**src/rtl/fsk_pkg.sv**
```systemverilog
package fsk_pkg;
  typedef enum logic [1:0] {
    RX_IDLE  = 2'd0,
    RX_START = 2'd1,
    RX_DATA  = 2'd2,
    RX_STOP  = 2'd3
  } rx_state_t;
endpackage

```
**src/rtl/fsk_edge_sync.sv**
```systemverilog
module fsk_edge_sync #(
  parameter int STAGES = 2
) (
  input  logic clk,
  input  logic rst_n,
  input  logic async_in,
  output logic rise
);
  logic [STAGES-1:0] chain;
  logic              last_q;

  genvar g;
  generate
    for (g = 0; g < STAGES; g++) begin : g_stage
      if (g == 0) begin : g_first
        always_ff @(posedge clk or negedge rst_n)
          if (!rst_n) chain[g] <= 1'b0;
          else        chain[g] <= async_in;
      end else begin : g_next
        always_ff @(posedge clk or negedge rst_n)
          if (!rst_n) chain[g] <= 1'b0;
          else        chain[g] <= chain[g-1];
      end
    end
  endgenerate

  always_ff @(posedge clk or negedge rst_n)
    if (!rst_n) last_q <= 1'b0;
    else        last_q <= chain[STAGES-1];

  assign rise = chain[STAGES-1] & ~last_q;
endmodule

```
**src/rtl/fsk_deframer.sv**
```systemverilog
module fsk_deframer
  import fsk_pkg::*;
#(
  parameter int DATA_W = 8,
  parameter int OSR    = 16
) (
  input  logic              clk,
  input  logic              rst_n,
  input  logic              clr,
  input  logic              hold,
  input  logic              tick,
  input  logic              rx,
  output logic              start_det,
  output logic              word_done,
  output logic [DATA_W:0]   word_bits
);
  localparam int CW   = $clog2(OSR);
  localparam int BW   = (DATA_W > 1) ? $clog2(DATA_W) : 1;
  localparam logic [CW-1:0] HALF = CW'(OSR / 2 - 1);
  localparam logic [CW-1:0] LAST = CW'(OSR - 1);
  localparam logic [BW-1:0] TOP  = BW'(DATA_W - 1);

  rx_state_t         state;
  logic [CW-1:0]     cnt;
  logic [BW-1:0]     bitn;
  logic [DATA_W-1:0] shreg;
  logic              prev_rx;
  logic              step;

  assign step      = tick & ~hold & ~clr;
  assign start_det = step & (state == RX_START) & (cnt == HALF) & ~rx;
  assign word_done = step & (state == RX_STOP) & (cnt == LAST);
  assign word_bits = {rx, shreg};

  always_ff @(posedge clk or negedge rst_n) begin
    if (!rst_n) begin
      state   <= RX_IDLE;
      cnt     <= '0;
      bitn    <= '0;
      shreg   <= '0;
      prev_rx <= 1'b1;
    end else if (clr) begin
      state   <= RX_IDLE;
      cnt     <= '0;
      bitn    <= '0;
      shreg   <= '0;
      prev_rx <= 1'b1;
    end else if (step) begin
      prev_rx <= rx;
      unique case (state)
        RX_IDLE: begin
          if (prev_rx && !rx) begin
            state <= RX_START;
            cnt   <= '0;
          end
        end
        RX_START: begin
          if (cnt == HALF) begin
            cnt  <= '0;
            bitn <= '0;
            state <= rx ? RX_IDLE : RX_DATA;
          end else begin
            cnt <= cnt + 1'b1;
          end
        end
        RX_DATA: begin
          if (cnt == LAST) begin
            cnt         <= '0;
            shreg[bitn] <= rx;
            if (bitn == TOP) state <= RX_STOP;
            else             bitn  <= bitn + 1'b1;
          end else begin
            cnt <= cnt + 1'b1;
          end
        end
        RX_STOP: begin
          if (cnt == LAST) begin
            cnt   <= '0;
            state <= RX_IDLE;
          end else begin
            cnt <= cnt + 1'b1;
          end
        end
        default: state <= RX_IDLE;
      endcase
    end
  end
endmodule

```
**src/rtl/fsk_shiftout.sv**
```systemverilog
module fsk_shiftout #(
  parameter int DATA_W = 8
) (
  input  logic            clk,
  input  logic            rst_n,
  input  logic            clr,
  input  logic            hold,
  input  logic            load,
  input  logic [DATA_W:0] load_word,
  input  logic            cancel,
  input  logic            step,
  output logic            ready,
  output logic            pin
);
  localparam int BITS = DATA_W + 1;
  localparam int IW   = $clog2(BITS + 1);
  localparam logic [IW-1:0] LAST = IW'(BITS - 1);

  logic [BITS-1:0] wbuf;
  logic [IW-1:0]   idx;

  always_ff @(posedge clk or negedge rst_n) begin
    if (!rst_n) begin
      wbuf  <= '0;
      idx   <= '0;
      ready <= 1'b0;
      pin   <= 1'b1;
    end else if (clr) begin
      wbuf  <= '0;
      idx   <= '0;
      ready <= 1'b0;
      pin   <= 1'b1;
    end else if (!hold) begin
      if (load) begin
        wbuf  <= load_word;
        idx   <= '0;
        ready <= 1'b1;
        pin   <= 1'b1;
      end else if (cancel) begin
        ready <= 1'b0;
      end else if (step && ready) begin
        pin <= wbuf[idx];
        idx <= idx + 1'b1;
        if (idx == LAST) ready <= 1'b0;
      end
    end
  end
endmodule

```
**src/rtl/fsk_serial_port.sv**
```systemverilog
module fsk_serial_port #(
  parameter int DATA_W    = 8,
  parameter int OSR       = 16,
  parameter int SYNC_STGS = 2
) (
  input  logic clk,
  input  logic rst_n,
  input  logic fsk_bit,
  input  logic os_tick,
  input  logic mode_sel,
  input  logic ctl_a,
  input  logic ctl_b,
  input  logic host_clk,
  output logic data_out,
  output logic ready_n,
  output logic pwr_down
);
  logic            host_rise;
  logic            start_det;
  logic            word_done;
  logic [DATA_W:0] word_bits;
  logic            buf_ready;
  logic            buf_pin;
  logic            rx_clr;

  assign pwr_down = mode_sel & ~ctl_a & ~ctl_b;
  assign rx_clr   = ~mode_sel;

  fsk_edge_sync #(.STAGES(SYNC_STGS)) u_sync (
    .clk      (clk),
    .rst_n    (rst_n),
    .async_in (host_clk),
    .rise     (host_rise)
  );

  fsk_deframer #(.DATA_W(DATA_W), .OSR(OSR)) u_rx (
    .clk       (clk),
    .rst_n     (rst_n),
    .clr       (rx_clr),
    .hold      (pwr_down),
    .tick      (os_tick),
    .rx        (fsk_bit),
    .start_det (start_det),
    .word_done (word_done),
    .word_bits (word_bits)
  );

  fsk_shiftout #(.DATA_W(DATA_W)) u_tx (
    .clk       (clk),
    .rst_n     (rst_n),
    .clr       (rx_clr),
    .hold      (pwr_down),
    .load      (word_done),
    .load_word (word_bits),
    .cancel    (start_det),
    .step      (host_rise),
    .ready     (buf_ready),
    .pin       (buf_pin)
  );

  always_comb begin
    if (!mode_sel)     data_out = fsk_bit;
    else if (pwr_down) data_out = 1'b1;
    else               data_out = buf_pin;
  end

  assign ready_n = ~(buf_ready & mode_sel & ~pwr_down);
endmodule

```
**config.mk**
```make
export PLATFORM = sky130hd
export DESIGN_NAME = fsk_serial_port
export DESIGN_NICKNAME = d
export VERILOG_FILES = /design/src/rtl/fsk_pkg.sv /design/src/rtl/fsk_edge_sync.sv /design/src/rtl/fsk_deframer.sv /design/src/rtl/fsk_shiftout.sv /design/src/rtl/fsk_serial_port.sv
export SDC_FILE = /design/constraint.sdc
export NUM_CORES = 1
export LEC_CHECK = 0
export BUFFER_PORTS_ARGS = -buffer_cell sky130_fd_sc_hd__buf_2
export CAP_MARGIN = 10
export CELL_PAD_IN_SITES_DETAIL_PLACEMENT = 2
export CELL_PAD_IN_SITES_GLOBAL_PLACEMENT = 2
export CORE_MARGIN = 5
export CORE_UTILIZATION = 42
export DETAILED_ROUTE_END_ITERATION = 10
export GPL_ROUTABILITY_DRIVEN = 0
export PLACE_DENSITY_LB_ADDON = 0.1
export SLEW_MARGIN = 0
export SYNTH_ARGS = -nofsm -noshare
export SYNTH_HDL_FRONTEND = slang
export SYNTH_SLANG_ARGS = --single-unit
export TNS_END_PERCENT = 5
```
**constraint.sdc**
```tcl
create_clock -name clk -period 5.4 [get_ports clk]
set_input_delay 1.08 -clock clk [delete_from_list [all_inputs] [get_ports clk]]
set_output_delay 1.08 -clock clk [all_outputs]
set_load 0.01 [all_outputs]
```
== Word-level counts from Yosys, hierarchy flattened ==
Cells that the tools add are included.

* Add/sub/neg operators: 3
* $lt $le $gt $ge: 3
* Equal/unequal tests: 23
* Multiplexer cells: 53
* Bitwise operators: 18
* Reduce and logical (&&, ||, !) cells: 13

{| class="wikitable"
|+ Operators with widths
! cell !! number
|-
| two-way mux 4 bit || 10
|-
| two-way mux 8 bit || 4
|-
| two-way mux 9 bit || 3
|-
| two-way mux 1 bit || 17
|-
| two-way mux 2 bit || 8
|-
| two-way mux 3 bit || 5
|-
| AND 1 bit || 12
|-
| inequality test 3 x 2 -> 1 bit (second input constant) || 4
|-
| case mux 4 bit (3 select lines) || 1
|-
| inequality test 3 bit (second input constant) || 3
|-
| AND reduction 3 bit || 3
|-
| adder 4 x 1 -> 4 bit (second input constant) || 2
|-
| bitwise mux 8 bit || 1
|-
| equality test 4 bit (second input constant) || 2
|-
| inequality test 2 x 1 -> 1 bit (second input constant) || 4
|-
| inequality test 4 x 1 -> 1 bit (second input constant) || 2
|-
| case mux 2 bit (4 select lines) || 1
|-
| inequality test 3 x 1 -> 1 bit (second input constant) || 2
|-
| inverter 1 bit || 6
|-
| case mux 3 bit (2 select lines) || 1
|-
| AND reduction 6 bit || 1
|-
| less-than comparator 4 x 5 -> 1 bit (second input constant) || 1
|-
| AND reduction 5 bit || 1
|-
| binary-select mux 1 bit (select 4 bit) || 1
|-
| 14 further kinds || 18
|}

* Register bits after elaboration: 36
* Input port bits: 8

== Logic depth before layout (Yosys ltp) ==
* Depth after elaboration: 13
* Gate-level depth with buffers: 7

== Cells and area by module ==
Synthesis repeated with hierarchy kept, for this count alone.

* Cell total of the unflattened synthesis: 207
* Area, all modules: 2,025.7 sq um

{| class="wikitable"
|+ Modules (own cells, without submodules)
! module !! instances !! cells each !! area an instance (sq um)
|-
| fsk_deframer || 1 || 115 || 1,114.8
|-
| fsk_shiftout || 1 || 82 || 778.2
|-
| fsk_edge_sync || 1 || 4 || 88.8
|-
| fsk_serial_port || 1 || 6 || 43.8
|}

== Least setup slack after synthesis ==
OpenSTA, ideal clock, no wires.

* Path kind: in2out
* From: input port mode_sel
* To: output port data_out
* Arrival: 1.898 ns
* Setup slack: 2.422 ns
* Cell stages on the path: 4
* Path buffers: 2
* Cells stage by stage: clkbuf_1 > clkbuf_1 > nor2_1 > a21oi_1

* Longest elaborated chain between the ends: 4

{| class="wikitable"
|+ Ends and longest elaborated chain
! item !! RTL line !! RTL
|-
| start, declared || fsk_serial_port.sv:10 || <nowiki>input logic mode_sel,</nowiki>
|-
| AND 1 bit (2 in series) || fsk_serial_port.sv:26 || <nowiki>assign pwr_down = mode_sel & ~ctl_a & ~ctl_b;</nowiki>
|-
| two-way mux 1 bit || fsk_serial_port.sv:63 || <nowiki>else if (pwr_down) data_out = 1'b1;</nowiki>
|-
| two-way mux 1 bit * || fsk_serial_port.sv:62 || <nowiki>if (!mode_sel) data_out = fsk_bit;</nowiki>
|-
| end, declared || fsk_serial_port.sv:14 || <nowiki>output logic data_out,</nowiki>
|}

Every way passes the cells marked *; elsewhere a longest branch is shown, timed or not.

== Worst setup path after layout ==
* From: input port mode_sel
* To: output port ready_n

* Longest elaborated chain between the ends: 5
* Elaborated cells between the ends (all ways): 6
* Those cells by class: 6 x bitwise

{| class="wikitable"
|+ Ends and longest elaborated chain
! item !! RTL line !! RTL
|-
| AND 1 bit (2 in series) || fsk_serial_port.sv:26 ||
|-
| inverter 1 bit || fsk_serial_port.sv:67 || <nowiki>assign ready_n = ~(buf_ready & mode_sel & ~pwr_down);</nowiki>
|-
| AND 1 bit * || fsk_serial_port.sv:67 ||
|-
| inverter 1 bit * || fsk_serial_port.sv:67 ||
|-
| end, declared || fsk_serial_port.sv:15 || <nowiki>output logic ready_n,</nowiki>
|}

Marked as above.

==> metrics.txt <==
Final HPWL DP=3660 um; Power Density=~240 nW/um^2; IO Count=11; Net Sw Frac=23.2%; Synthesized Nets=206; max-cap viol count=0; synth warn=0; CTS tree=yes; Post-CTS Setup Bufs=0; RSZ-0062 raised after global routing=false; gr usage total=18.5%; Max Freq=between 0.2 and 0.3 GHz; total grt overflow=0; CTS Hold Bufs=0; Mapped Cells=a little under 200; first-pass GRT wire length=8860 um; CTS max path bufs=2; number of antenna diodes=0; R2R Setup Slk=3.43 ns; Core Area=~4400 sq um; Hold/Removal Path Class=flop to flop; Synth async-reset ratio=100%; die width=77.7 um; clock latency on the worst-skew pair=roughly 0.28 ns; die area=6040 sq um; setup ws final=2.00 ns; clk root buf=clkbuf_8; R2R depth=6; initial antenna violation count=0; clock share of power=between 30% and 40%; post-synthesis sequential area ratio=46.9%; post-cts sizing count=0; Synth Cell Area=1920 sq um; Final Hold Slack=~0.36 ns; count of final hold-check violations=0; share of post-route cells with drive strength above 1=16.3%; Layout Skew=0.00316 ns; Synth cell types=54; Area growth syn-to-layout=8.65%; clk slew on worst S/H paths=0.07 ns; Sink Count=36; P_sw=117 uW; Worst Tran Pin Value=0.815 ns; FF+latch count, synth=36; routed len/inst=a little under 20 um; Reg power frac=54.9%; num rows=24; number of buffers created by CTS=5; crit path kind=primary input to primary output; maximum vdd drop=91.6 uV; DRT Pass-1 Iters=4; minimum clock period=3.40 ns; FF-to-FF End=u_rx.bitn[0]; H-tree depth=2; setup TNS=0 ns; Post-Route WL=~5000 um; data required time at the worst endpoint=4.32 ns; Post-Place Setup Slack=1.99 ns; Via-to-Cell Ratio=just over 6; Layout Nets=roughly 220; critical path startpoint=mode_sel; fin. max-slew vios=0; DRT iter0 DRCs=51; EDFF count, synth=0; setup violators final=0; status=complete, no violations; Initial Utilization=~44%; Slew HR=a little under half; Post-DRT Antenna Nets=0; largest net degree at the start of global routing=37; Leak=between 0.0008 and 0.0009 uW; final instance area=~2100 sq um; Logic pwr share=6.3%; Die H=77.7 um; Cell Area, Placed=2000 sq um; critical path launch point type=primary input; Critical Path AT=2.32 ns; Main synth FF type=dfrtp_1; Internal Power=between 300 and 400 uW; drt drc=0; worst setup path endpoint=ready_n; reg2reg start=u_rx.bitn[1]; Worst Hold Launch=u_sync.chain[0]; Crit Path Max Fanout=32; nature of the critical path endpoint=primary output; crit share post-route=63.1%; routed vias=1547; port bufs=10; Avg Inst Size Synth=9.97 sq um; vias in the first global route=1729
routing by layer:
metal	track usage, %	vias to the layer above	wire (um)
li1	-	737	-
met1	23.2	794	2290
met2	31.6	11	2620
met3	3.13	5	78
met4	6.70	0	65
met5	0	-	0
cells in the final DEF (no fill, tap or decap), types with 4 or more instances in the layout:
cell type and instances:
o21ai_0 9, nand2_1 28, nor2_1 10, nand2b_1 7
a21oi_1 9, ha_1 5, o31ai_1 7, o211ai_1 7
clkbuf_8 6, nand4_1 4, dfrtp_1 34, buf_2 10
inv_1 5
power groups by stage:
stage | registers (uW) | logic (uW) | clock network, uW
floorplan | 279 | 19.3 | 0
global placement | 281 | 29.9 | 0
detailed placement | 281 | 32.0 | 0
CTS | 276 | 32.2 | 203
global route | 276 | 35.5 | 218
finish | 276 | 31.5 | 196
logic make-up after synthesis:
group	after synthesis	synth area share, %
buffers and inverters	14	3.19
adder cells (fa/ha/maj)	5	3.25
flip-flops	36	46.9
multiplexers	5	3.97
AO/OA/AOI/OAI	59	21.7
AND/OR/NAND/NOR	74	20.9
metrics by stage:
stage	std cells	power (uW)	utilization [%]
6_report	255	503	47.4
5_1_grt	255	530	47.4
4_1_cts	255	512	47.4
3_5_place_dp	247	313	45.3
3_3_place_gp	247	311	45.3
2_1_floorplan	193	298	-
registers in the layout, summed over array words and instances (netlist names), 2 cells and up:
signal,count
u_rx.state,2
u_rx.shreg,8
u_rx.cnt,4
u_rx.bitn,3
u_sync.chain,2
u_tx.idx,4
u_tx.wbuf,9
area by class of cell:
cell class / count / area [sq um]
Inverter: 6 / 22.5
Tap cell: 52 / 65.1
Timing Repair Buffer: 10 / 50.0
Sequential cell: 36 / 903
Fill cell: 476 / 2320
Clock buffer: 8 / 90.1
Multi-Input combinational cell: 143 / 960
synth_stat cells (2+ instances only):
| cell | count | area share (%) |
|---|---|---|
| o311ai_1 | 2 | 0.91 |
| o22ai_1 | 2 | 0.65 |
| o31ai_1 | 7 | 2.7 |
| a21o_1 | 2 | 0.78 |
| o22a_1 | 2 | 0.91 |
| o21ai_1 | 3 | 0.78 |
| a31o_2 | 2 | 0.91 |
| nand2b_1 | 7 | 2.3 |
| ha_1 | 5 | 3.3 |
| or2_2 | 3 | 0.98 |
| nand4_1 | 4 | 1.3 |
| inv_1 | 5 | 0.98 |
| clkbuf_1 | 6 | 1.2 |
| o41ai_1 | 2 | 0.91 |
| a2111o_1 | 2 | 1.2 |
| dfstp_2 | 2 | 2.7 |
| nor2_1 | 10 | 2.0 |
| nor3_1 | 2 | 0.52 |
| o21ai_0 | 9 | 2.3 |
| or3_1 | 2 | 0.65 |
| or4_1 | 2 | 0.78 |
| mux4_2 | 2 | 2.3 |
| mux2i_1 | 2 | 1.0 |
| o211ai_1 | 7 | 2.7 |
| nand4b_1 | 2 | 0.91 |
| nand3_1 | 3 | 0.78 |
| a21oi_1 | 9 | 2.3 |
| dfrtp_1 | 34 | 44 |
| nand2_1 | 28 | 5.5 |
critical path, cell delays in order:
cell and delay (ns):
buf_2 0.44, nor3b_1 0.49, or2_2 0.19, buf_2 0.12
worst min-delay path by stage:
stage	to	cells past startpoint	slack, ns
6_report	u_sync.chain[1]	0	0.36
3_3_place_gp	u_sync.chain[1]	0	0.34
2_1_floorplan	u_sync.chain[1]	0	0.33
4_1_cts	u_sync.chain[1]	0	0.36
5_1_grt	u_sync.chain[1]	0	0.37
3_5_place_dp	u_sync.chain[1]	0	0.34
No activity file was read; power rests on OpenSTA's default activity.
